[src/rtl/key_rotation_ctrl.sv]
module key_rotation_ctrl #(
  parameter int          TIME_LIMIT_S = 600,
  parameter int          OVERLAP_S    = 30,
  parameter int          CNT_W        = 32,
  parameter longint      BYTE_LIMIT   = 64'd1073741824,
  parameter int          LEN_W        = 16,
  parameter int          TO_W         = 16
) (
  input  logic             clk,
  input  logic             rst_n,
  input  logic             sec_tick,
  input  logic             pkt_valid,
  input  logic [LEN_W-1:0] pkt_bytes,
  input  logic [TO_W-1:0]  ack_timeout,
  input  logic             rekey_ready,
  output logic             rekey_req,
  output logic             timeout_err,
  output logic             zeroize_old,
  output logic             epoch,
  output logic [1:0]       slot_valid
);

  localparam int TW = $clog2(TIME_LIMIT_S + 1);
  localparam int OW = (OVERLAP_S > 1) ? $clog2(OVERLAP_S) : 1;
  localparam int SW = CNT_W + 1;

  typedef enum logic [1:0] {S_RUN, S_WAIT, S_OVL} st_t;

  st_t             state;
  logic [TW-1:0]   sec_cnt;
  logic [CNT_W-1:0] byte_cnt;
  logic [TO_W-1:0] wait_cnt;
  logic [OW-1:0]   ovl_cnt;

  logic [SW-1:0]   byte_sum;
  logic            limit_hit, swap, ovl_done;

  assign byte_sum  = {1'b0, byte_cnt} + (pkt_valid ? SW'(pkt_bytes) : SW'(0));
  assign limit_hit = (sec_cnt == TW'(TIME_LIMIT_S)) || (byte_cnt >= CNT_W'(BYTE_LIMIT));
  assign swap      = (state == S_WAIT) && rekey_ready;
  assign ovl_done  = (state == S_OVL) && sec_tick && (ovl_cnt == OW'(OVERLAP_S - 1));

  assign rekey_req   = (state == S_WAIT) && (wait_cnt == '0);
  assign timeout_err = (state == S_WAIT) && !rekey_ready && (wait_cnt == ack_timeout);
  assign zeroize_old = ovl_done;
  assign slot_valid  = (state == S_OVL) ? 2'b11 : (epoch ? 2'b10 : 2'b01);

  always_ff @(posedge clk) begin
    if (!rst_n) begin
      state    <= S_RUN;
      epoch    <= 1'b0;
      wait_cnt <= '0;
      ovl_cnt  <= '0;
    end else begin
      case (state)
        S_RUN: begin
          if (limit_hit) begin
            state    <= S_WAIT;
            wait_cnt <= '0;
          end
        end
        S_WAIT: begin
          if (rekey_ready) begin
            state   <= S_OVL;
            epoch   <= ~epoch;
            ovl_cnt <= '0;
          end else if (timeout_err) begin
            wait_cnt <= '0;
          end else begin
            wait_cnt <= wait_cnt + 1'b1;
          end
        end
        S_OVL: begin
          if (ovl_done)      state   <= S_RUN;
          else if (sec_tick) ovl_cnt <= ovl_cnt + 1'b1;
        end
        default: state <= S_RUN;
      endcase
    end
  end

  always_ff @(posedge clk) begin
    if (!rst_n) begin
      sec_cnt  <= '0;
      byte_cnt <= '0;
    end else if (swap) begin
      sec_cnt  <= TW'(sec_tick);
      byte_cnt <= pkt_valid ? CNT_W'(pkt_bytes) : '0;
    end else begin
      if (sec_tick && sec_cnt != TW'(TIME_LIMIT_S)) sec_cnt <= sec_cnt + 1'b1;
      byte_cnt <= byte_sum[CNT_W] ? '1 : byte_sum[CNT_W-1:0];
    end
  end

endmodule

[config.mk]
export PLATFORM = sky130hd
export DESIGN_NAME = key_rotation_ctrl
export DESIGN_NICKNAME = d
export VERILOG_FILES = /design/src/rtl/key_rotation_ctrl.sv
export SDC_FILE = /design/constraint.sdc
export NUM_CORES = 1
export LEC_CHECK = 0
export BUFFER_PORTS_ARGS = -buffer_cell sky130_fd_sc_hd__buf_2
export CAP_MARGIN = 5
export CORE_MARGIN = 2
export CORE_UTILIZATION = 61
export CTS_CLUSTER_DIAMETER = 100
export DETAILED_ROUTE_END_ITERATION = 8
export HOLD_SLACK_MARGIN = 0.12
export PLACE_DENSITY = 0.82
export SKIP_LAST_GASP = 1
export SYNTH_ARGS = -nofsm -noshare
export SYNTH_HDL_FRONTEND = slang
export SYNTH_SLANG_ARGS = --single-unit
[constraint.sdc]
create_clock -name clk -period 4 [get_ports clk]
set_input_delay 0.2 -clock clk [delete_from_list [all_inputs] [get_ports clk]]
set_output_delay 0.2 -clock clk [all_outputs]
set_load 0.01 [all_outputs]
==> results of run 1 <==
## placed cells by master, fill, tap and decap left out, types with 4 or more instances in the layout
cell type	count
dfxtp_1	66
nor2_1	48
buf_2	42
nand2_1	38
xnor2_1	35
a21oi_1	35
o21ai_0	35
xor2_1	26
ha_1	22
a31oi_1	21
and2_1	18
nand4_1	17
inv_1	16
nand3_1	14
and3_1	11
nor3_1	10
nor2_2	10
clkbuf_8	10
a21o_1	9
nor4_1	8
nand2b_1	6
a211oi_1	6
or4_1	5
mux2i_1	5
o211ai_1	4
## path summary, 6_finish.rpt
kind	start	end	slack, ns	cells after the start
worst min-delay path	sec_tick	sec_cnt[0]	0.25	3
worst max-delay path	byte_cnt[1]	byte_cnt[25]	1.13	7
worst max register to register	byte_cnt[1]	byte_cnt[25]	1.13	7
worst min register to register	sec_cnt[8]	sec_cnt[8]	0.50	2
## worst register-to-register path, delay by kind of cell (launching register included)
kind	cells	cell delay (ns)
AND/OR/NAND/NOR	2	0.52
AO/OA/AOI/OAI	4	1.61
flip-flops	1	0.33
adder cells (fa/ha/maj)	1	0.32
## power by group
group / leakage (nW) / switching, W / total [W] / internal, W
combinational: 1.16 / 0.000152 / 0.000265 / 0.000112
clock: 0.109 / 0.000270 / 0.000639 / 0.000369
sequential: 0.536 / 0.0000147 / 0.000700 / 0.000685
## registers in the layout, summed over array words and instances, names as in the netlist
name and flops:
state 2, sec_cnt 10, wait_cnt 16, ovl_cnt 5, epoch 1, byte_cnt 32
## cell type report
cell class              instances  area share
clock inverters                 6      0.0186
repair buffers                 43      0.0455
well taps                      96      0.0251
flip-flops and latches         66       0.276
multi-input cells             432       0.594
clock buffers                  10      0.0288
inverters                      16      0.0125
## logic make-up (layout without fill, tap and decap cells)
kind of cell / count (synthesis) / count (layout) / share of synthesized area
AND/OR/NAND/NOR: 209 / 209 / 0.259
adder cells (fa/ha/maj): 23 / 23 / 0.0683
buffers and inverters: 37 / 75 / 0.0373
multiplexers: 5 / 5 / 0.0116
flip-flops: 66 / 66 / 0.306
XOR/XNOR: 61 / 61 / 0.124
AO/OA/AOI/OAI: 134 / 134 / 0.195
## metal layers
layer,vias to the layer above,GRT usage
met5,-,0
met4,0,0.0799
met3,10,0.0518
met2,120,0.435
met1,1920,0.352
li1,1996,-
## stage by stage
stage               setup WS [ns]  hold slack, ns
global placement             1.06           0.471
floorplan                    1.46           0.452
global route                 1.04           0.273
finish                       1.13           0.252
CTS                          1.22           0.241
detailed placement          0.932           0.478
==> metrics.txt, run 1 <==
# TYPE chip_impl_metric gauge
chip_impl_info{name="synth_commonest_cells",value="66 x dfxtp_1, 48 x nor2_1, 38 x nand2_1"} 1
chip_impl_info{name="largest_area_contributor_in_the_netlist",value="dfxtp_1"} 1
chip_impl_metric{name="final_max_slew_viol_count",unit=""} 0
chip_impl_metric{name="period_share",unit=""} 0.717
chip_impl_info{name="critPathCaptureType",value="flop"} 1
chip_impl_metric{name="ff_latch_area",unit="µm²"} 1320
chip_impl_metric{name="clockBufferDepth",unit=""} 2
chip_impl_info{name="clock-root-buffer",value="clkbuf_8"} 1
chip_impl_metric{name="n_antenna_cell",unit=""} 0
chip_impl_info{name="ys.flop_type",value="dfxtp_1"} 1
chip_impl_metric{name="worstMarginPinSlew",unit="ns"} 0.962
chip_impl_metric{name="final_antenna_net_count",unit=""} 0
chip_impl_metric{name="layout_min_cycle_time",unit="ns"} 2.87
chip_impl_info{name="clock_tree_from_tritoncts",value="built"} 1
chip_impl_metric{name="floorplan.die.height",unit="µm"} 88.2
chip_impl_metric{name="grt.overflow.total",unit=""} 0
chip_impl_metric{name="grt.total_usage",unit=""} 0.264
chip_impl_metric{name="syn_area",unit="µm²"} 4320
chip_impl_metric{name="slew_headroom",unit=""} 0.342
chip_impl_metric{name="ratio_of_total_power_to_cell_area",unit="nW/µm²"} 335
chip_impl_metric{name="cts.clk_slew.worst_paths",unit="ns"} 0.08
chip_impl_metric{name="worstPathArrival",unit="ns"} 3.11
chip_impl_metric{name="drcViolationCount",unit=""} 0
chip_impl_info{name="worst_path_dominant_cell_family",value="compound AO/OA/AOI/OAI gates"} 1
chip_impl_metric{name="flow.area_growth_from_synthesis",unit="%"} 10.7
chip_impl_metric{name="postLayoutCellArea",unit="µm²"} 4790
chip_impl_metric{name="num-fill-cells",unit=""} 583
chip_impl_metric{name="io-pin-count",unit=""} 43
chip_impl_metric{name="avgViaCountPerCell",unit=""} 6.05
chip_impl_metric{name="first_pass_grt_wire_length",unit="µm"} 16500
chip_impl_metric{name="cts_made_buffers",unit=""} 9
chip_impl_metric{name="layout.nets",unit=""} 628
chip_impl_metric{name="route.detailed.wl_per_inst",unit="µm"} 14.7
chip_impl_metric{name="setup_viol",unit=""} 0
chip_impl_metric{name="fmax",unit="GHz"} 0.349
chip_impl_metric{name="route.layer.met1.wl",unit="µm"} 4560
chip_impl_metric{name="ctsHoldBuffers",unit=""} 0
chip_impl_metric{name="layout_cell_share_with_drive_strength_beyond_1",unit=""} 0.140
chip_impl_metric{name="skew",unit="ns"} 0.0108
chip_impl_metric{name="ys_seq_elements",unit=""} 66
chip_impl_metric{name="setup_total_negative_slack",unit="ns"} 0
chip_impl_metric{name="detailed_place.area",unit="µm²"} 4560
chip_impl_metric{name="htree_levels",unit=""} 3
chip_impl_metric{name="synth-seq-area-share",unit=""} 0.306
chip_impl_metric{name="power.ir.vdd_worst",unit="mV"} 0.261
chip_impl_metric{name="drt_first_pass_iters",unit=""} 5
chip_impl_info{name="timing.critical_path.from_type",value="flop"} 1
chip_impl_info{name="path_class",value="flop to flop"} 1
chip_impl_metric{name="power.leakage",unit="nW"} 1.80
chip_impl_info{name="cp_cell_sequence",value="ha_1 > a211oi_1 > o211ai_1 > a2111oi_0 > nor2_1 > and4_1 > a211oi_2"} 1
chip_impl_metric{name="critPathMaxFanout",unit=""} 5
chip_impl_info{name="top_layer",value="met4"} 1
chip_impl_metric{name="final_core_utilization",unit=""} 0.701
chip_impl_metric{name="dr.first_iter.drc_count",unit=""} 210
chip_impl_info{name="cpMaxStageDelayCell",value="a2111oi_0"} 1
chip_impl_info{name="synth_most_common_cell",value="dfxtp_1"} 1
chip_impl_metric{name="critical_path.max_stage_delay",unit="ns"} 0.89
chip_impl_metric{name="gp_routability_congestion",unit=""} 0.918
chip_impl_metric{name="floorplan.initialDensity",unit=""} 0.633
chip_impl_metric{name="rows",unit=""} 30
chip_impl_metric{name="first_global_vias",unit=""} 3769
chip_impl_metric{name="cts_resized",unit=""} 0
chip_impl_metric{name="maximum_number_of_pins_on_one_net_before_global_route_repair",unit=""} 33
chip_impl_metric{name="synthDominantCellAreaShare",unit=""} 0.306
chip_impl_metric{name="syn_nets",unit=""} 595
chip_impl_metric{name="worstPathBufferInverterCount",unit=""} 0
chip_impl_info{name="outcome",value="completed"} 1
chip_impl_metric{name="layoutNonFillerInstCount",unit=""} 669
chip_impl_info{name="synth.top_cells.by_area",value="dfxtp_1 31%, xnor2_1 7.1%, ha_1 6.4%, xor2_1 5.3%, nor2_1 4.2%"} 1
chip_impl_metric{name="drt-total-wl",unit="µm"} 9860
chip_impl_metric{name="place.port_buffers",unit=""} 42
chip_impl_metric{name="postSynth.asyncResetShare",unit=""} 0
chip_impl_metric{name="netlist-cell-type-count",unit=""} 61
chip_impl_metric{name="initial_antenna_violation_count",unit=""} 0
chip_impl_metric{name="synth_enable_flop_cells",unit=""} 0
chip_impl_info{name="worstHoldPathType",value="primary input to flop"} 1
chip_impl_metric{name="cp_data_required_time",unit="ns"} 4.25
chip_impl_metric{name="cts.repair_timing.setup_buffer_count",unit=""} 0
chip_impl_metric{name="design_power_total",unit="W"} 0.00160
chip_impl_info{name="grt_setup_unrepaired",value="false"} 1
chip_impl_metric{name="clkLatencyLatePin",unit="ns"} 0.34
chip_impl_metric{name="area_of_the_multi_input_gates",unit="µm²"} 2840
chip_impl_metric{name="syn_inst",unit=""} 535
chip_impl_metric{name="dr_wl_met2",unit="µm"} 4570
chip_impl_metric{name="core_area",unit="µm²"} 6830
chip_impl_metric{name="fp.dieW",unit="µm"} 88.2
chip_impl_metric{name="via_count",unit=""} 4046
chip_impl_metric{name="wl_met3",unit="µm"} 620
chip_impl_metric{name="maxCapViolCount",unit=""} 0
chip_impl_metric{name="timing_hold_violations_final",unit=""} 0
chip_impl_metric{name="ys_warn_count",unit=""} 0
chip_impl_metric{name="syn_avg_cell_area",unit="µm²"} 8.08
chip_impl_metric{name="cts.sink_count",unit=""} 66
chip_impl_metric{name="dp_cells",unit=""} 653
chip_impl_metric{name="hpwlAfterDp",unit="µm"} 7270
chip_impl_metric{name="fp.dieArea",unit="µm²"} 7780
(Power assumes the default switching activity.)
==> run 2, diff against run 1 <==
--- a/config.mk
+++ b/config.mk
@@ -8,11 +8,11 @@
 export BUFFER_PORTS_ARGS = -buffer_cell sky130_fd_sc_hd__buf_2
 export CAP_MARGIN = 5
 export CORE_MARGIN = 2
-export CORE_UTILIZATION = 61
+export CORE_UTILIZATION = 60
 export CTS_CLUSTER_DIAMETER = 100
 export DETAILED_ROUTE_END_ITERATION = 8
 export HOLD_SLACK_MARGIN = 0.12
-export PLACE_DENSITY = 0.82
+export PLACE_DENSITY = 0.81
 export SKIP_LAST_GASP = 1
 export SYNTH_ARGS = -nofsm -noshare
 export SYNTH_HDL_FRONTEND = slang
==> constraint.sdc (replaced) <==
create_clock -name clk -period 2.85 [get_ports clk]
set_input_delay 0.1425 -clock clk [delete_from_list [all_inputs] [get_ports clk]]
set_output_delay 0.1425 -clock clk [all_outputs]
set_load 0.01 [all_outputs]
==> run 2 against run 1 <==
Non-clock buffer count increased by 10. Combinational power grew 46%. Clock power up 36%. Register-to-register slack lost 0.81 ns. Setup slack lost 0.81 ns. Sequential power increased by 40%. Sequential cell count unchanged. Critical endpoint unchanged. Largest cell class unchanged. Largest power group unchanged. Highest routed layer unchanged.
==> metrics.txt, run 2 (synthesized netlist as in run 1, its figures left out) <==
# TYPE chip_impl_metric gauge
chip_impl_metric{name="cts.sink_count",unit=""} 66
chip_impl_info{name="mostFrequentLayoutCell",value="dfxtp_1"} 1
chip_impl_metric{name="rows",unit=""} 30
chip_impl_metric{name="grt.overflow.total",unit=""} 0
chip_impl_metric{name="initial_antenna_violation_count",unit=""} 0
chip_impl_metric{name="ratio_of_total_power_to_cell_area",unit="nW/µm²"} 461
chip_impl_metric{name="drt-total-wl",unit="µm"} 10300
chip_impl_metric{name="worstPathArrival",unit="ns"} 2.79
chip_impl_metric{name="route.detailed.wl_per_inst",unit="µm"} 15.2
chip_impl_info{name="grt_setup_unrepaired",value="false"} 1
chip_impl_metric{name="power.leakage",unit="nW"} 1.85
chip_impl_info{name="regMostFlops",value="byte_cnt"} 1
chip_impl_info{name="most-common-layout-cells",value="66 x dfxtp_1, 48 x nor2_1, 42 x buf_2"} 1
chip_impl_info{name="timing.critical_path.from_type",value="flop"} 1
chip_impl_metric{name="slew_headroom",unit=""} 0.636
chip_impl_metric{name="gp_routability_congestion",unit=""} 0.942
chip_impl_metric{name="first_pass_grt_wire_length",unit="µm"} 17000
chip_impl_info{name="clock-root-buffer",value="clkbuf_8"} 1
chip_impl_info{name="critPathCaptureType",value="flop"} 1
chip_impl_metric{name="cts_made_buffers",unit=""} 9
chip_impl_metric{name="maxCapViolCount",unit=""} 0
chip_impl_metric{name="clockBufferDepth",unit=""} 2
chip_impl_metric{name="htree_levels",unit=""} 3
chip_impl_metric{name="power.ir.vdd_worst",unit="mV"} 0.244
chip_impl_metric{name="io-pin-count",unit=""} 43
chip_impl_metric{name="drt_first_pass_iters",unit=""} 4
chip_impl_metric{name="fp.dieArea",unit="µm²"} 7900
chip_impl_metric{name="floorplan.die.height",unit="µm"} 88.9
chip_impl_metric{name="final_max_slew_viol_count",unit=""} 0
chip_impl_metric{name="grt.total_usage",unit=""} 0.272
chip_impl_metric{name="cts.clk_slew.worst_paths",unit="ns"} 0.08
chip_impl_metric{name="setup_viol",unit=""} 0
chip_impl_metric{name="clkLatencyLatePin",unit="ns"} 0.35
chip_impl_metric{name="dp_cells",unit=""} 663
chip_impl_info{name="clock_tree_from_tritoncts",value="built"} 1
chip_impl_metric{name="drcViolationCount",unit=""} 0
chip_impl_metric{name="first_global_vias",unit=""} 3773
chip_impl_metric{name="layout_cell_share_with_drive_strength_beyond_1",unit=""} 0.153
chip_impl_metric{name="floorplan.initialDensity",unit=""} 0.630
chip_impl_metric{name="cts_resized",unit=""} 0
chip_impl_metric{name="avgViaCountPerCell",unit=""} 6.00
chip_impl_metric{name="fmax",unit="GHz"} 0.395
chip_impl_info{name="worstHoldPathType",value="primary input to flop"} 1
chip_impl_metric{name="layout.nets",unit=""} 638
chip_impl_metric{name="worst-r2r-setup-slack",unit="ns"} 0.32
chip_impl_metric{name="layout_min_cycle_time",unit="ns"} 2.53
chip_impl_info{name="layout_top_registers",value="byte_cnt x32, wait_cnt x16, sec_cnt x10"} 1
chip_impl_metric{name="final_antenna_net_count",unit=""} 0
chip_impl_metric{name="maximum_number_of_pins_on_one_net_before_global_route_repair",unit=""} 33
chip_impl_metric{name="final_core_utilization",unit=""} 0.706
chip_impl_metric{name="layoutNonFillerInstCount",unit=""} 678
chip_impl_info{name="path_class",value="flop to flop"} 1
chip_impl_metric{name="setup_total_negative_slack",unit="ns"} 0
chip_impl_metric{name="largest_register_ffs",unit=""} 32
chip_impl_metric{name="period_share",unit=""} 0.888
chip_impl_metric{name="flow.area_growth_from_synthesis",unit="%"} 12.2
chip_impl_metric{name="cp_data_required_time",unit="ns"} 3.11
chip_impl_metric{name="hpwlAfterDp",unit="µm"} 7540
chip_impl_metric{name="worstMarginPinSlew",unit="ns"} 0.533
chip_impl_metric{name="dr.first_iter.drc_count",unit=""} 197
chip_impl_metric{name="skew",unit="ns"} 0.0128
chip_impl_info{name="outcome",value="completed"} 1
chip_impl_metric{name="core_area",unit="µm²"} 6870
chip_impl_metric{name="critPathMaxFanout",unit=""} 7
chip_impl_metric{name="fp.dieW",unit="µm"} 88.9
chip_impl_metric{name="place.port_buffers",unit=""} 42
chip_impl_metric{name="cts.repair_timing.setup_buffer_count",unit=""} 0
chip_impl_metric{name="via_count",unit=""} 4067
chip_impl_metric{name="timing_hold_violations_final",unit=""} 0
chip_impl_metric{name="n_antenna_cell",unit=""} 0
chip_impl_metric{name="ctsHoldBuffers",unit=""} 0
==> run 2: cell types whose count changed in the layout (fill, tap and decap cells not counted) <==
cell        previous run  this run
inv_6                  1         0
clkinvlp_4             2         0
clkinv_4               0         1
clkinv_2               1         2
buf_4                  1        11
==> run 2: final timing paths <==
kind                                    from           end  cells after the start
worst max-delay path            byte_cnt[14]  byte_cnt[25]                      7
worst min-delay path                sec_tick    sec_cnt[0]                      3
worst max register to register  byte_cnt[14]  byte_cnt[25]                      7
worst min register to register    sec_cnt[8]    sec_cnt[8]                      2
==> run 2: per-layer routing <==
metal	share of wire	up-vias	wire [µm]	GRT usage
li1	-	2017	-	-
met1	0.47	1895	4890	0.377
met2	0.45	141	4600	0.419
met3	0.064	14	659	0.0591
met4	0.014	0	148	0.101
met5	0	-	0	0
==> run 2: layout make-up <==
cell class              instances  area (µm²)
fillers                       562        2020
clock inverters                 5        78.8
well taps                      96         120
clock buffers                  10         138
flip-flops and latches         66        1320
repair buffers                 53         293
inverters                      16        60.1
multi-input cells             432        2840
==> run 2: where the power goes <==
part / switching (W) / total, W / leakage (nW) / internal [W]
combinational: 0.000218 / 0.000386 / 1.20 / 0.000168
clock: 0.000360 / 0.000870 / 0.112 / 0.000510
sequential: 0.0000203 / 0.000983 / 0.536 / 0.000962
total: 0.000599 / 0.00224 / 1.85 / 0.00164
==> run 2: critical path, stage by stage, from the launching register on <==
cell	delay, ns
dfxtp_1	0.30
ha_1	0.39
nand4_1	0.17
or4_1	0.54
or2_2	0.34
a31o_1	0.29
and4_1	0.21
a211oi_2	0.21
==> run 2: stage by stage <==
step	cell area (µm²)	hold WS, ns	setup WS (ns)	total power [W]
3_3_place_gp	4640	0.483	0.226	0.00137
3_5_place_dp	4640	0.494	0.155	0.00138
2_1_floorplan	4320	0.452	0.365	0.00128
5_1_grt	4850	0.216	0.155	0.00234
6_report	4850	0.179	0.320	0.00224
4_1_cts	4850	0.164	0.350	0.00225
